===== src/rtl/pcu_pkg.sv =====
package pcu_pkg;
    typedef enum logic [2:0] {
        OP_HOLD  = 3'd0,
        OP_INC   = 3'd1,
        OP_WRLOW = 3'd2,
        OP_JUMP  = 3'd3,
        OP_CALL  = 3'd4,
        OP_RET   = 3'd5,
        OP_VEC   = 3'd6
    } pc_op_e;
endpackage


===== src/rtl/pcu_op_decode.sv =====
module pcu_op_decode
    import pcu_pkg::*;
(
    input  logic   vec_i,
    input  logic   ret_i,
    input  logic   call_i,
    input  logic   jump_i,
    input  logic   low_wr_i,
    input  logic   inc_i,
    output pc_op_e op_o
);
    logic [5:0] req;
    assign req = {vec_i, ret_i, call_i, jump_i, low_wr_i, inc_i};

    // fixed priority, vector highest, increment lowest
    always_comb begin
        priority casez (req)
            6'b1?????: op_o = OP_VEC;
            6'b01????: op_o = OP_RET;
            6'b001???: op_o = OP_CALL;
            6'b0001??: op_o = OP_JUMP;
            6'b00001?: op_o = OP_WRLOW;
            6'b000001: op_o = OP_INC;
            default:   op_o = OP_HOLD;
        endcase
    end
endmodule


===== src/rtl/pcu_next_addr.sv =====
module pcu_next_addr
    import pcu_pkg::*;
#(
    parameter int PC_W     = 13,
    parameter int LOW_W    = 8,
    parameter int TGT_W    = 11,
    parameter int LATCH_W  = 5,
    parameter int VEC_ADDR = 4
) (
    input  pc_op_e             op_i,
    input  logic [PC_W-1:0]    pc_i,
    input  logic [LATCH_W-1:0] latch_i,
    input  logic [LOW_W-1:0]   low_data_i,
    input  logic [TGT_W-1:0]   target_i,
    input  logic [PC_W-1:0]    stack_top_i,
    output logic [PC_W-1:0]    pc_next_o,
    output logic               push_o,
    output logic               pop_o,
    output logic [PC_W-1:0]    push_data_o
);
    localparam int HI_W = PC_W - LOW_W;
    localparam int PG_W = PC_W - TGT_W;

    logic [PC_W-1:0] pc_plus1;
    logic [PC_W-1:0] paged_target;
    logic [PC_W-1:0] low_loaded;

    assign pc_plus1     = pc_i + PC_W'(1);
    assign paged_target = {latch_i[HI_W-1 -: PG_W], target_i};
    assign low_loaded   = {latch_i[HI_W-1:0], low_data_i};

    always_comb begin
        pc_next_o   = pc_i;
        push_o      = 1'b0;
        pop_o       = 1'b0;
        push_data_o = pc_plus1;
        unique case (op_i)
            OP_HOLD:  pc_next_o = pc_i;
            OP_INC:   pc_next_o = pc_plus1;
            OP_WRLOW: pc_next_o = low_loaded;
            OP_JUMP:  pc_next_o = paged_target;
            OP_CALL: begin
                pc_next_o   = paged_target;
                push_o      = 1'b1;
                push_data_o = pc_plus1;
            end
            OP_RET: begin
                pc_next_o = stack_top_i;
                pop_o     = 1'b1;
            end
            OP_VEC: begin
                pc_next_o   = PC_W'(VEC_ADDR);
                push_o      = 1'b1;
                push_data_o = pc_i;
            end
            default:  pc_next_o = pc_i;
        endcase
    end
endmodule


===== src/rtl/pcu_ret_stack.sv =====
module pcu_ret_stack #(
    parameter int DEPTH = 8,
    parameter int W     = 13
) (
    input  logic         clk,
    input  logic         rst_n,
    input  logic         push_i,
    input  logic         pop_i,
    input  logic [W-1:0] push_data_i,
    output logic [W-1:0] top_o
);
    localparam int SP_W = $clog2(DEPTH);

    logic [SP_W-1:0] sp_q;
    logic [W-1:0]    slot_q [DEPTH];

    // index wraps in both directions; no depth tracking
    always_ff @(posedge clk or negedge rst_n) begin
        if (!rst_n) begin
            sp_q <= '0;
        end else if (push_i) begin
            sp_q <= sp_q + SP_W'(1);
        end else if (pop_i) begin
            sp_q <= sp_q - SP_W'(1);
        end
    end

    for (genvar g = 0; g < DEPTH; g++) begin : g_slot
        always_ff @(posedge clk or negedge rst_n) begin
            if (!rst_n) begin
                slot_q[g] <= '0;
            end else if (push_i && (sp_q == SP_W'(g))) begin
                slot_q[g] <= push_data_i;
            end
        end
    end

    assign top_o = slot_q[sp_q - SP_W'(1)];


    push_visible_chk: assert property (@(posedge clk) disable iff (!rst_n)
        push_i |=> top_o == $past(push_data_i));


    idle_stable_chk: assert property (@(posedge clk) disable iff (!rst_n)
        (!push_i && !pop_i) |=> $stable(top_o));
endmodule


===== src/rtl/pcu_fetch_ctrl.sv =====
module pcu_fetch_ctrl
    import pcu_pkg::*;
#(
    parameter int PC_W        = 13,
    parameter int LOW_W       = 8,
    parameter int TGT_W       = 11,
    parameter int LATCH_W     = 5,
    parameter int STACK_DEPTH = 8,
    parameter int VEC_ADDR    = 4,
    parameter int IMPL_AW     = 12
) (
    input  logic               clk,
    input  logic               rst_n,
    input  logic               inc_i,
    input  logic               low_wr_i,
    input  logic [LOW_W-1:0]   low_data_i,
    input  logic               jump_i,
    input  logic               call_i,
    input  logic [TGT_W-1:0]   target_i,
    input  logic               ret_i,
    input  logic               vec_i,
    input  logic [LATCH_W-1:0] page_latch_i,
    output logic [PC_W-1:0]    fetch_addr_o,
    output logic [IMPL_AW-1:0] mem_addr_o
);
    localparam int HI_W = PC_W - LOW_W;
    localparam int PG_W = PC_W - TGT_W;

    pc_op_e          op;
    logic [PC_W-1:0] pc_q;
    logic [PC_W-1:0] pc_d;
    logic [PC_W-1:0] stack_top;
    logic [PC_W-1:0] push_data;
    logic            push;
    logic            pop;

    pcu_op_decode u_dec (
        .vec_i    (vec_i),
        .ret_i    (ret_i),
        .call_i   (call_i),
        .jump_i   (jump_i),
        .low_wr_i (low_wr_i),
        .inc_i    (inc_i),
        .op_o     (op)
    );

    pcu_next_addr #(
        .PC_W     (PC_W),
        .LOW_W    (LOW_W),
        .TGT_W    (TGT_W),
        .LATCH_W  (LATCH_W),
        .VEC_ADDR (VEC_ADDR)
    ) u_next (
        .op_i        (op),
        .pc_i        (pc_q),
        .latch_i     (page_latch_i),
        .low_data_i  (low_data_i),
        .target_i    (target_i),
        .stack_top_i (stack_top),
        .pc_next_o   (pc_d),
        .push_o      (push),
        .pop_o       (pop),
        .push_data_o (push_data)
    );

    pcu_ret_stack #(
        .DEPTH (STACK_DEPTH),
        .W     (PC_W)
    ) u_stack (
        .clk         (clk),
        .rst_n       (rst_n),
        .push_i      (push),
        .pop_i       (pop),
        .push_data_i (push_data),
        .top_o       (stack_top)
    );

    always_ff @(posedge clk or negedge rst_n) begin
        if (!rst_n) begin
            pc_q <= '0;
        end else begin
            pc_q <= pc_d;
        end
    end

    assign fetch_addr_o = pc_q;
    assign mem_addr_o   = pc_q[IMPL_AW-1:0];


    inc_step_chk: assert property (@(posedge clk) disable iff (!rst_n)
        (op == OP_INC) |=> fetch_addr_o == $past(fetch_addr_o) + PC_W'(1));


    low_write_chk: assert property (@(posedge clk) disable iff (!rst_n)
        (op == OP_WRLOW) |=> fetch_addr_o == {$past(page_latch_i[HI_W-1:0]), $past(low_data_i)});


    page_jump_chk: assert property (@(posedge clk) disable iff (!rst_n)
        (op == OP_JUMP || op == OP_CALL) |=>
            fetch_addr_o == {$past(page_latch_i[HI_W-1 -: PG_W]), $past(target_i)});


    ret_pop_chk: assert property (@(posedge clk) disable iff (!rst_n)
        (op == OP_RET) |=> fetch_addr_o == $past(stack_top));


    vec_target_chk: assert property (@(posedge clk) disable iff (!rst_n)
        (op == OP_VEC) |=> fetch_addr_o == PC_W'(VEC_ADDR));


    hold_chk: assert property (@(posedge clk) disable iff (!rst_n)
        (op == OP_HOLD) |=> $stable(fetch_addr_o));
endmodule


===== config.mk =====
export PLATFORM = sky130hd
export DESIGN_NAME = pcu_fetch_ctrl
export DESIGN_NICKNAME = d
export VERILOG_FILES = /design/src/rtl/pcu_pkg.sv /design/src/rtl/pcu_op_decode.sv /design/src/rtl/pcu_next_addr.sv /design/src/rtl/pcu_ret_stack.sv /design/src/rtl/pcu_fetch_ctrl.sv
export SDC_FILE = /design/constraint.sdc
export NUM_CORES = 1
export LEC_CHECK = 0
export BUFFER_PORTS_ARGS = -buffer_cell sky130_fd_sc_hd__buf_2
export CORE_MARGIN = 1.5
export CORE_UTILIZATION = 61
export DETAILED_ROUTE_END_ITERATION = 10
export HOLD_SLACK_MARGIN = 0.03
export PLACE_DENSITY = 0.79
export REMOVE_ABC_BUFFERS = 1
export SLEW_MARGIN = 0
export SYNTH_ARGS = -nofsm -noshare
export SYNTH_HDL_FRONTEND = slang
export SYNTH_HIERARCHICAL = 1
export SYNTH_SLANG_ARGS = --single-unit
export TNS_END_PERCENT = 100

===== constraint.sdc =====
create_clock -name clk -period 3.7 [get_ports clk]
set_input_delay 0.37 -clock clk [delete_from_list [all_inputs] [get_ports clk]]
set_output_delay 0.37 -clock clk [all_outputs]
set_load 0.03 [all_outputs]

==> results.txt <==
crit path DAT: 3180 ps
initial core utilization: 0.625
pwr dens: 866 nW/um^2
CTS tree: done
CTS Buf Count: 17
Achievable Freq: 351 MHz
Pre-Repair DR Iteration Count: 5
non-filler instance count after layout: 833
vias in the first global route: 5633
Clock transition at path regs: 50 ps
DIE WIDTH: 111 um
worst min path class: primary input to flip-flop
synthesized area per cell: 10.9 um^2
vias: 5541
leading area contributor after synthesis: dfrtp_1
Pwr Total: 6840 uW
Yosys warning count: 6
final-report setup violation count: 0
Final Hold Viols: 0
global placement routability congestion: 0.900
post-synthesis cell type count: 62
status: finished, final reports clean
CP startpoint kind: flip-flop
max-cap violations: 0
Setup crit end kind: flip-flop
RSZ-0062 raised after global routing: no
CTS Buffer Depth: 2
WL per Instance: 22.0 um
clock latency at the later pin of the worst-skew pair: 420 ps
Synth async-reset ratio: 1.00
TritonCTS Sinks: 120
cell count after synthesis: 655
top cells by area, synth: dfrtp_1, mux2_2, mux2i_1, a2111oi_0, nor2b_1
Slew Viols, Final: 0
initial DRC count: 412
dominant synthesized flop cell: dfrtp_1
final hold slack: 278 ps
dpl cells: 803
Layout Utilization: 0.692
WS Path Type: flip-flop to flip-flop
Period minus WS final: 2850 ps
drt via density: 6.65
EDFF count, synth: 0
Post-synth top cells: dfrtp_1, mux2_2, mux2i_1
CTS H-tree lvls: 4
DIE AREA: 12400 um^2
CTS root buffer: clkbuf_16
core area: 11400 um^2
Die Span Y: 111 um
share of cells above drive strength 1: 0.326
Diodes inserted: 0
antenna violations before repair: 0
Residual DRC: 0
Rel. slew slack: 0.349
drt total wl: 18400 um
hold_buf cts: 1
final net count: 720
Final ANT Viol Nets: 0
Critical Path RT: 4040 ps
Leakage: 0.00361 uW
Peak VDD IR: 0.512 mV
postcts setup bufs: 0
setup TNS: 0 ps
register area share after synthesis: 0.421
Max FO, Critical Path: 34
Top Ports: 57
area share of the largest cell type after synthesis: 0.421
detailed placement HPWL: 11800 um
top-count cell post-synth: dfrtp_1
Rows: 39
largest net degree at the start of global routing: 82
Min-Delay Path Depth: 3
Area growth, synth to finish: 10.7%
gr usage total: 0.310
Congestion Overflow GR: 0
r2r worst-path depth: 9
Post-Syn Area: 7130 um^2
Yosys reg bits: 120
IO Port Bufs: 56
fin crit share: 0.769
Final Skew: 7.35 ps
Worst Max-Slew Pin Slew: 976 ps
first-pass GRT wire length: 29500 um
post-CTS sizing: 0
## cells in the final DEF, fill, tap and decap left out, types with 14 or more instances in the layout
cell       netlist  routed
xnor2_1         14      14
clkbuf_16        0      17
buf_4           16      19
nor2b_1         26      26
nand2_1         23      23
o21ai_0         18      18
mux2_2         108     108
a221oi_1        18      18
nor2_1          21      21
a21oi_1         25      25
a2111oi_0       26      26
buf_2           27      55
nand3_1         14      14
nor4_1          14      14
dfrtp_1        120     119
mux2i_1         29      29
and3_1          23      23
## per-stage QoR
stage,setup slack [ps],area [um^2]
after floorplan,-437,6710
after global placement,734,7360
after detailed placement,628,7360
after CTS,883,7900
after global routing,640,7900
final,854,7900
## area by class of cell
class	instances	area, um^2
inverters	11	41.3
clock buffers	25	485
clock inverters	4	45.0
fillers	864	3520
multi-input cells	454	3690
repair buffers	76	448
flip-flops and latches	120	3000
well taps	143	179
## power breakdown
part	switching, uW	internal, uW	total [uW]
Combinational	1720	1380	3100
Clock	546	959	1510
Sequential	359	1870	2230
Total	2620	4210	6840
## worst paths after layout
check,start,endpoint,slack [ps]
min in group asynchronous,rst_n,u_stack/slot_q[4]$_DFFE_PN0P_,530
hold reg to reg,u_stack/slot_q[2]$_DFFE_PN0P_,u_stack/slot_q[2]$_DFFE_PN0P_,500
setup / recovery,u_stack/sp_q[1]$_DFFE_PN0P_,fetch_addr_o[2]$_DFF_PN0_,850
setup reg to reg,u_stack/sp_q[1]$_DFFE_PN0P_,fetch_addr_o[2]$_DFF_PN0_,850
hold / removal,page_latch_i[0],fetch_addr_o[8]$_DFF_PN0_,280
max in group asynchronous,rst_n,u_stack/slot_q[12]$_DFFE_PN0P_,2360
## logic make-up (layout without fill, tap and decap cells)
kind of cell | Yosys count | count (layout) | share of synthesized area
AOI/OAI and AO/OA | 129 | 129 | 0.132
and+or+nand+nor | 157 | 157 | 0.127
buffers and inverters | 81 | 116 | 0.0649
DFF | 120 | 120 | 0.421
adders and majority gates | 10 | 10 | 0.0168
xor gates and xnor gates | 21 | 21 | 0.0279
muxes | 137 | 137 | 0.211
## state kept, by name, indices dropped and copies added, names as in the netlist
signal and flops:
fetch_addr_o 13, u_stack/slot_q 104, u_stack/sp_q 3
## metal layers
metal,global-route usage,routed length (um),part of all wire
met1,0.397,7520,0.41
met2,0.482,8590,0.47
met3,0.0711,1220,0.067
met4,0.185,1020,0.056
met5,0,0,0
## critical path, stage by stage (launching register included)
cell	delay, ps
dfrtp_1	400
inv_1	100
ha_1	910
buf_4	370
a2111oi_0	100
nor4_1	380
a21oi_1	120
o22ai_1	150
nor2_1	60
nor3_1	180
No activity file was read; power rests on OpenSTA's default activity.
